$ cat config.mk
export PLATFORM = sky130hd
export DESIGN_NAME = scl_timing_gen
export DESIGN_NICKNAME = d
export VERILOG_FILES = /design/src/rtl/scl_timing_pkg.sv /design/src/rtl/scl_period_cfg.sv /design/src/rtl/scl_phase_fsm.sv /design/src/rtl/scl_tick_decode.sv /design/src/rtl/scl_timing_gen.sv
export SDC_FILE = /design/constraint.sdc
export NUM_CORES = 1
export LEC_CHECK = 0
export ABC_AREA = 1
export BUFFER_PORTS_ARGS = -buffer_cell sky130_fd_sc_hd__buf_4
export CORE_UTILIZATION = 45
export CTS_BUF_LIST = sky130_fd_sc_hd__clkbuf_4 sky130_fd_sc_hd__clkbuf_8
export DETAILED_ROUTE_END_ITERATION = 6
export MAX_ROUTING_LAYER = met4
export PLACE_DENSITY = 0.7
export SLEW_MARGIN = 20
export SYNTH_ARGS = -nofsm -noshare
export SYNTH_HDL_FRONTEND = slang
export SYNTH_SLANG_ARGS = --single-unit
export TNS_END_PERCENT = 10
$ cat constraint.sdc
create_clock -name clk -period 6 [get_ports clk]
set_input_delay 0.9 -clock clk [delete_from_list [all_inputs] [get_ports clk]]
set_output_delay 0.9 -clock clk [all_outputs]
set_load 0.01 [all_outputs]
$ cat src/rtl/scl_timing_pkg.sv
package scl_timing_pkg;

    typedef enum logic [1:0] {
        PH_IDLE = 2'd0,
        PH_LOW  = 2'd1,
        PH_HIGH = 2'd2
    } phase_e;

    typedef enum logic [1:0] {
        SPD_STD  = 2'd0,
        SPD_FAST = 2'd1,
        SPD_HS   = 2'd2,
        SPD_FP   = 2'd3
    } speed_e;

    // Only the fast code selects the 2:1 low/high split; all others are standard.
    function automatic logic uses_fast_split(input logic [1:0] code);
        return speed_e'(code) == SPD_FAST;
    endfunction

endpackage

$ cat src/rtl/scl_period_cfg.sv
module scl_period_cfg
    import scl_timing_pkg::*;
#(
    parameter int BAUD_W  = 16,
    parameter int SETUP_W = 16,
    parameter int CNT_W   = 18
) (
    input  logic               clk,
    input  logic               rst,
    input  logic               load,
    input  logic [BAUD_W-1:0]  baud_cnt,
    input  logic [SETUP_W-1:0] setup_cnt,
    input  logic [1:0]         speed_mode,
    output logic [CNT_W-1:0]   low_last,
    output logic [CNT_W-1:0]   high_last,
    output logic [CNT_W-1:0]   sda_at
);

    logic [CNT_W-1:0] unit_len;
    logic [CNT_W-1:0] low_nom;
    logic [CNT_W-1:0] setup_len;
    logic [CNT_W-1:0] low_eff;

    always_comb begin
        unit_len  = (baud_cnt == '0) ? CNT_W'(1) : CNT_W'(baud_cnt);
        low_nom   = uses_fast_split(speed_mode) ? (unit_len << 1) : unit_len;
        setup_len = CNT_W'(setup_cnt) + CNT_W'(1);
        low_eff   = (setup_len > low_nom) ? setup_len : low_nom;
    end

    always_ff @(posedge clk) begin
        if (rst) begin
            low_last  <= '0;
            high_last <= '0;
            sda_at    <= '0;
        end else if (load) begin
            low_last  <= low_eff - CNT_W'(1);
            high_last <= unit_len - CNT_W'(1);
            sda_at    <= low_eff - setup_len;
        end
    end

endmodule

$ cat src/rtl/scl_phase_fsm.sv
module scl_phase_fsm
    import scl_timing_pkg::*;
#(
    parameter int CNT_W = 18
) (
    input  logic             clk,
    input  logic             rst,
    input  logic             run_en,
    input  logic             scl_in,
    input  logic [CNT_W-1:0] low_last,
    input  logic [CNT_W-1:0] high_last,
    output phase_e           st,
    output logic [CNT_W-1:0] cnt,
    output logic             load
);

    phase_e           st_n;
    logic [CNT_W-1:0] cnt_n;

    always_comb begin
        st_n  = st;
        cnt_n = cnt;
        load  = 1'b0;
        if (!run_en) begin
            st_n  = PH_IDLE;
            cnt_n = '0;
        end else begin
            unique case (st)
                PH_IDLE: begin
                    st_n  = PH_LOW;
                    cnt_n = '0;
                    load  = 1'b1;
                end
                PH_LOW: begin
                    if (cnt == low_last) begin
                        st_n  = PH_HIGH;
                        cnt_n = '0;
                    end else begin
                        cnt_n = cnt + CNT_W'(1);
                    end
                end
                PH_HIGH: begin
                    if (scl_in) begin
                        if (cnt == high_last) begin
                            st_n  = PH_LOW;
                            cnt_n = '0;
                            load  = 1'b1;
                        end else begin
                            cnt_n = cnt + CNT_W'(1);
                        end
                    end
                end
                default: begin
                    st_n  = PH_IDLE;
                    cnt_n = '0;
                end
            endcase
        end
    end

    always_ff @(posedge clk) begin
        if (rst) begin
            st  <= PH_IDLE;
            cnt <= '0;
        end else begin
            st  <= st_n;
            cnt <= cnt_n;
        end
    end

endmodule

$ cat src/rtl/scl_tick_decode.sv
module scl_tick_decode
    import scl_timing_pkg::*;
#(
    parameter int CNT_W = 18
) (
    input  phase_e           st,
    input  logic [CNT_W-1:0] cnt,
    input  logic [CNT_W-1:0] sda_at,
    input  logic             scl_in,
    output logic             scl_low,
    output logic             tick_low,
    output logic             tick_high,
    output logic             tick_sda
);

    logic first_cnt;

    always_comb begin
        first_cnt = (cnt == '0);
        scl_low   = (st == PH_LOW);
        tick_low  = (st == PH_LOW) && first_cnt;
        tick_sda  = (st == PH_LOW) && (cnt == sda_at);
        tick_high = (st == PH_HIGH) && first_cnt && scl_in;
    end

endmodule

$ cat src/rtl/scl_timing_gen.sv
module scl_timing_gen
    import scl_timing_pkg::*;
#(
    parameter int BAUD_W  = 16,
    parameter int SETUP_W = 16
) (
    input  logic               clk,
    input  logic               rst,
    input  logic               run_en,
    input  logic [BAUD_W-1:0]  baud_cnt,
    input  logic [SETUP_W-1:0] setup_cnt,
    input  logic [1:0]         speed_mode,
    input  logic               scl_in,
    output logic               scl_low,
    output logic               tick_low,
    output logic               tick_high,
    output logic               tick_sda
);

    localparam int WIDEST = (BAUD_W > SETUP_W) ? BAUD_W : SETUP_W;
    localparam int CNT_W  = WIDEST + 2;

    phase_e           st;
    logic [CNT_W-1:0] cnt;
    logic             load;
    logic [CNT_W-1:0] low_last;
    logic [CNT_W-1:0] high_last;
    logic [CNT_W-1:0] sda_at;

    scl_period_cfg #(
        .BAUD_W  (BAUD_W),
        .SETUP_W (SETUP_W),
        .CNT_W   (CNT_W)
    ) u_cfg (
        .clk        (clk),
        .rst        (rst),
        .load       (load),
        .baud_cnt   (baud_cnt),
        .setup_cnt  (setup_cnt),
        .speed_mode (speed_mode),
        .low_last   (low_last),
        .high_last  (high_last),
        .sda_at     (sda_at)
    );

    scl_phase_fsm #(
        .CNT_W (CNT_W)
    ) u_fsm (
        .clk       (clk),
        .rst       (rst),
        .run_en    (run_en),
        .scl_in    (scl_in),
        .low_last  (low_last),
        .high_last (high_last),
        .st        (st),
        .cnt       (cnt),
        .load      (load)
    );

    scl_tick_decode #(
        .CNT_W (CNT_W)
    ) u_dec (
        .st        (st),
        .cnt       (cnt),
        .sda_at    (sda_at),
        .scl_in    (scl_in),
        .scl_low   (scl_low),
        .tick_low  (tick_low),
        .tick_high (tick_high),
        .tick_sda  (tick_sda)
    );

endmodule

==> flow_metrics.tcl <==
set metrics [dict create \
    status "complete, no violations" \
    multi_input_area_sq_um 4477 \
    globalRouteTotalUtil 0.2718 \
    grt.met3_usage 0.03114 \
    worst-path-max-fanout 28 \
    die-area_sq_um 15400 \
    clock-root-buffer "clkbuf_8" \
    hold_path_class "reg2reg" \
    dpl.hpwl_um 15100 \
    rsz0062_at_grt "false" \
    seq_area_sq_um 1481 \
    cts_tree "built" \
    die_width_um 124.1 \
    syn_nets 1161 \
    cp.arrival_ps 5320 \
    yosysTopAreaCell "dfxtp_1" \
    layout-drive-gt1-share 0.1008 \
    grt_busiest_layer "met2" \
    synth_seq_cells 74 \
    finalInstanceArea_sq_um 7310 \
    peakVddDrop_mv 0.1211 \
    min_period_ps 5102 \
    cts_made_buffers 9 \
    ys_warn_count 0 \
    yosysSeqAreaShare 0.2208 \
    crit_type "in2reg" \
    tightest_slew_ps 1066 \
    synth_cell_type_count 51 \
    post_synth_inst_count 1079 \
    met1_usage 0.3584 \
    placedCellCount 1269 \
    drt_iter0_markers 562 \
    dpl_cell_area_sq_um 7104 \
    numPortBuffers 41 \
    instances_no_fill 1285 \
    r2r_setup_slack_ps 3220 \
    grt_pass1_wl_um 31290 \
    worst_setup_path_start_kind "input port" \
    slew-limit-headroom 0.2883 \
    via_count 6890 \
    synth_edf_count 0 \
    grt_pass1_vias 6208 \
    postCtsSetupRepairBufs 0 \
    leakagePower_nw 3.460 \
    postSynthAreaPerCell_sq_um 6.218 \
    synth_area_sq_um 6709 \
    fillers 1543 \
    cp-end-kind "register" \
    synthDominantCellAreaShare 0.2208 \
    cts_sinks 74 \
    area_growth_pct 8.952 \
    async_reset_ff_frac 0 \
    required_ps 6220 \
    p_per_area_nw_per_um2 227.4 \
    final_util 0.5029 \
    wirelength_um 19290 \
    coreArea_sq_um 14530 \
    die_h_um 124.1 \
    clock_latency_ps 370 \
    n_antenna_cell 0 \
    nNetsFinal 1178 \
    firstDrtPassIters 6 \
    cap_viol_max_count 0 \
    h-tree-depth 3 \
    overflow 0 \
    cts_resized 0 \
    pin_count 42 \
    fin_tns_setup_ps 0 \
    routedWlPerCell_um 15.01 \
    finalCritPeriodShare 0.8503 \
    antenna_found_initial 0 \
    start_util 0.4616 \
    cts.reportedPaths.clkPinSlew_ps 100 \
    ys_top_cells_by_area "dfxtp_1 (22%), nand2_1 (14%), inv_1 (8.2%), ha_1 (8.0%), a21oi_1 (6.5%)" \
    grt_max_degree 78 \
    setup_violations 0 \
    ant_nets 0 \
    skew_ps 19.54 \
    via_per_inst 5.362 \
    hold_buffers 0 \
    timing.final.hold_violations 0 \
    rows 44 \
    fmax_mhz 196.0 \
    drc 0 \
    met2_usage 0.4144 \
    clockBufferDepth 2 \
    gp_congestion 0.9753 \
    yosys_most_used_dff "dfxtp_1" \
    slew_violations 0 \
]
## final timing paths
path / start / cells after the start / endpoint
min: u_cfg.high_last[17]$_SDFFE_PP0P_ / 2 / u_cfg.high_last[17]$_SDFFE_PP0P_
max reg2reg: u_fsm.cnt[15]$_SDFFE_PP0P_ / 9 / u_cfg.sda_at[3]$_SDFFE_PP0P_
max: setup_cnt[0] / 27 / u_cfg.sda_at[11]$_SDFFE_PP0P_
min reg2reg: u_cfg.high_last[17]$_SDFFE_PP0P_ / 2 / u_cfg.high_last[17]$_SDFFE_PP0P_
## worst max-delay path, cell delays in order
cell and delay (ps):
buf_4 120, ha_1 270, nand3_1 180, inv_1 110, nand3b_1 130, o21ai_1 140
nand2_1 150, ha_1 320, nand3_1 140, inv_1 60, a21oi_1 350, nand2_4 250
nand2_2 170, nand2_2 80, nand2_4 130, inv_1 50, ha_1 350, nand2_1 60
o21ai_0 280, nand2_1 80, nand2_1 130, nand3_1 80, nand2_1 120, a31oi_1 130
o21ai_0 260, xnor2_1 160, a21oi_1 90
## state kept, by name, summed over array words and instances (netlist names)
signal / cells
u_cfg.sda_at: 18
u_cfg.low_last: 18
u_fsm.cnt: 18
u_cfg.high_last: 18
u_fsm.st: 2
## through the flow
stage	hold slack [ps]	worst slack, ps	power, W
after floorplan	432.4	1482	0.001074
after global placement	442.5	646.3	0.001237
after detailed placement	445.3	605.9	0.001242
after CTS	461.1	956.7	0.001661
after global routing	500.6	407.3	0.001787
final	460.5	898.4	0.001662
## cell families after synthesis
logic type | Yosys count | share of synthesized area
XOR/XNOR | 64 | 0.08355
flip-flops | 74 | 0.2208
AND/OR/NAND/NOR | 506 | 0.3377
adder cells (fa/ha/maj) | 44 | 0.08318
buffers and inverters | 191 | 0.1130
AO/OA/AOI/OAI | 200 | 0.1617
## Yosys cell counts, types with 2 or more instances
master,number
buf_6,2
o21bai_1,3
nor2_2,11
o2111ai_1,4
nand2_2,11
a21oi_1,87
a2111oi_0,2
xnor2_1,28
or2_2,8
inv_1,146
nor2_1,95
nand3_1,78
a221oi_1,2
nand2_4,4
dfxtp_1,74
xor2_1,36
o22ai_1,4
nand4_1,17
buf_2,15
nand2_1,253
nor3_2,2
o21ai_0,78
nor4_1,5
buf_4,2
ha_1,43
nand3b_1,4
clkbuf_1,22
inv_2,3
nor2_4,2
a31oi_1,4
nor3_1,9
a211oi_1,2
o21ai_1,5
## layout by cell type, fill, tap and decap left out, types with 3 or more instances in the layout
master | Yosys | layout
a31oi_1 | 4 | 4
o21ai_1 | 5 | 5
o21bai_1 | 3 | 3
nor2_2 | 11 | 11
a21oi_1 | 87 | 87
ha_1 | 43 | 43
xnor2_1 | 28 | 28
inv_2 | 3 | 3
o21ai_0 | 78 | 78
nand2_4 | 4 | 4
xor2_1 | 36 | 36
nand2_1 | 253 | 253
inv_1 | 146 | 146
buf_4 | 2 | 47
nand3b_1 | 4 | 4
nor2_1 | 95 | 95
nor3_1 | 9 | 9
inv_6 | 0 | 5
nand3_1 | 78 | 78
nand4_1 | 17 | 17
o22ai_1 | 4 | 4
dfxtp_1 | 74 | 74
clkbuf_8 | 0 | 9
o2111ai_1 | 4 | 4
nor4_1 | 5 | 5
nand2_2 | 11 | 11
or2_2 | 8 | 8
## area by class of cell
| type | instances | share of cell area |
|---|---|---|
| Multi-Input combinational cell | 814 | 0.6125 |
| Sequential cell | 74 | 0.2027 |
| Inverter | 150 | 0.07703 |
| Timing Repair Buffer | 47 | 0.04827 |
| Tap cell | 184 | 0.03150 |
| Clock buffer | 9 | 0.01695 |
| Clock inverter | 7 | 0.01113 |
## per-layer routing
layer	part of all wire	vias up	routed length (um)
met3	0.048	46	929
met2	0.45	243	8587
met4	0.039	0	745
met1	0.47	3074	9024
li1	-	3527	-
met5	0	-	0
## power breakdown
group / internal, W / switching, W
Combinational: 0.000238 / 0.000415
Sequential: 0.000544 / 0.0000451
Clock: 0.000199 / 0.000220
Total: 0.000982 / 0.000680
Note: power is estimated with default switching activity, not from simulation.
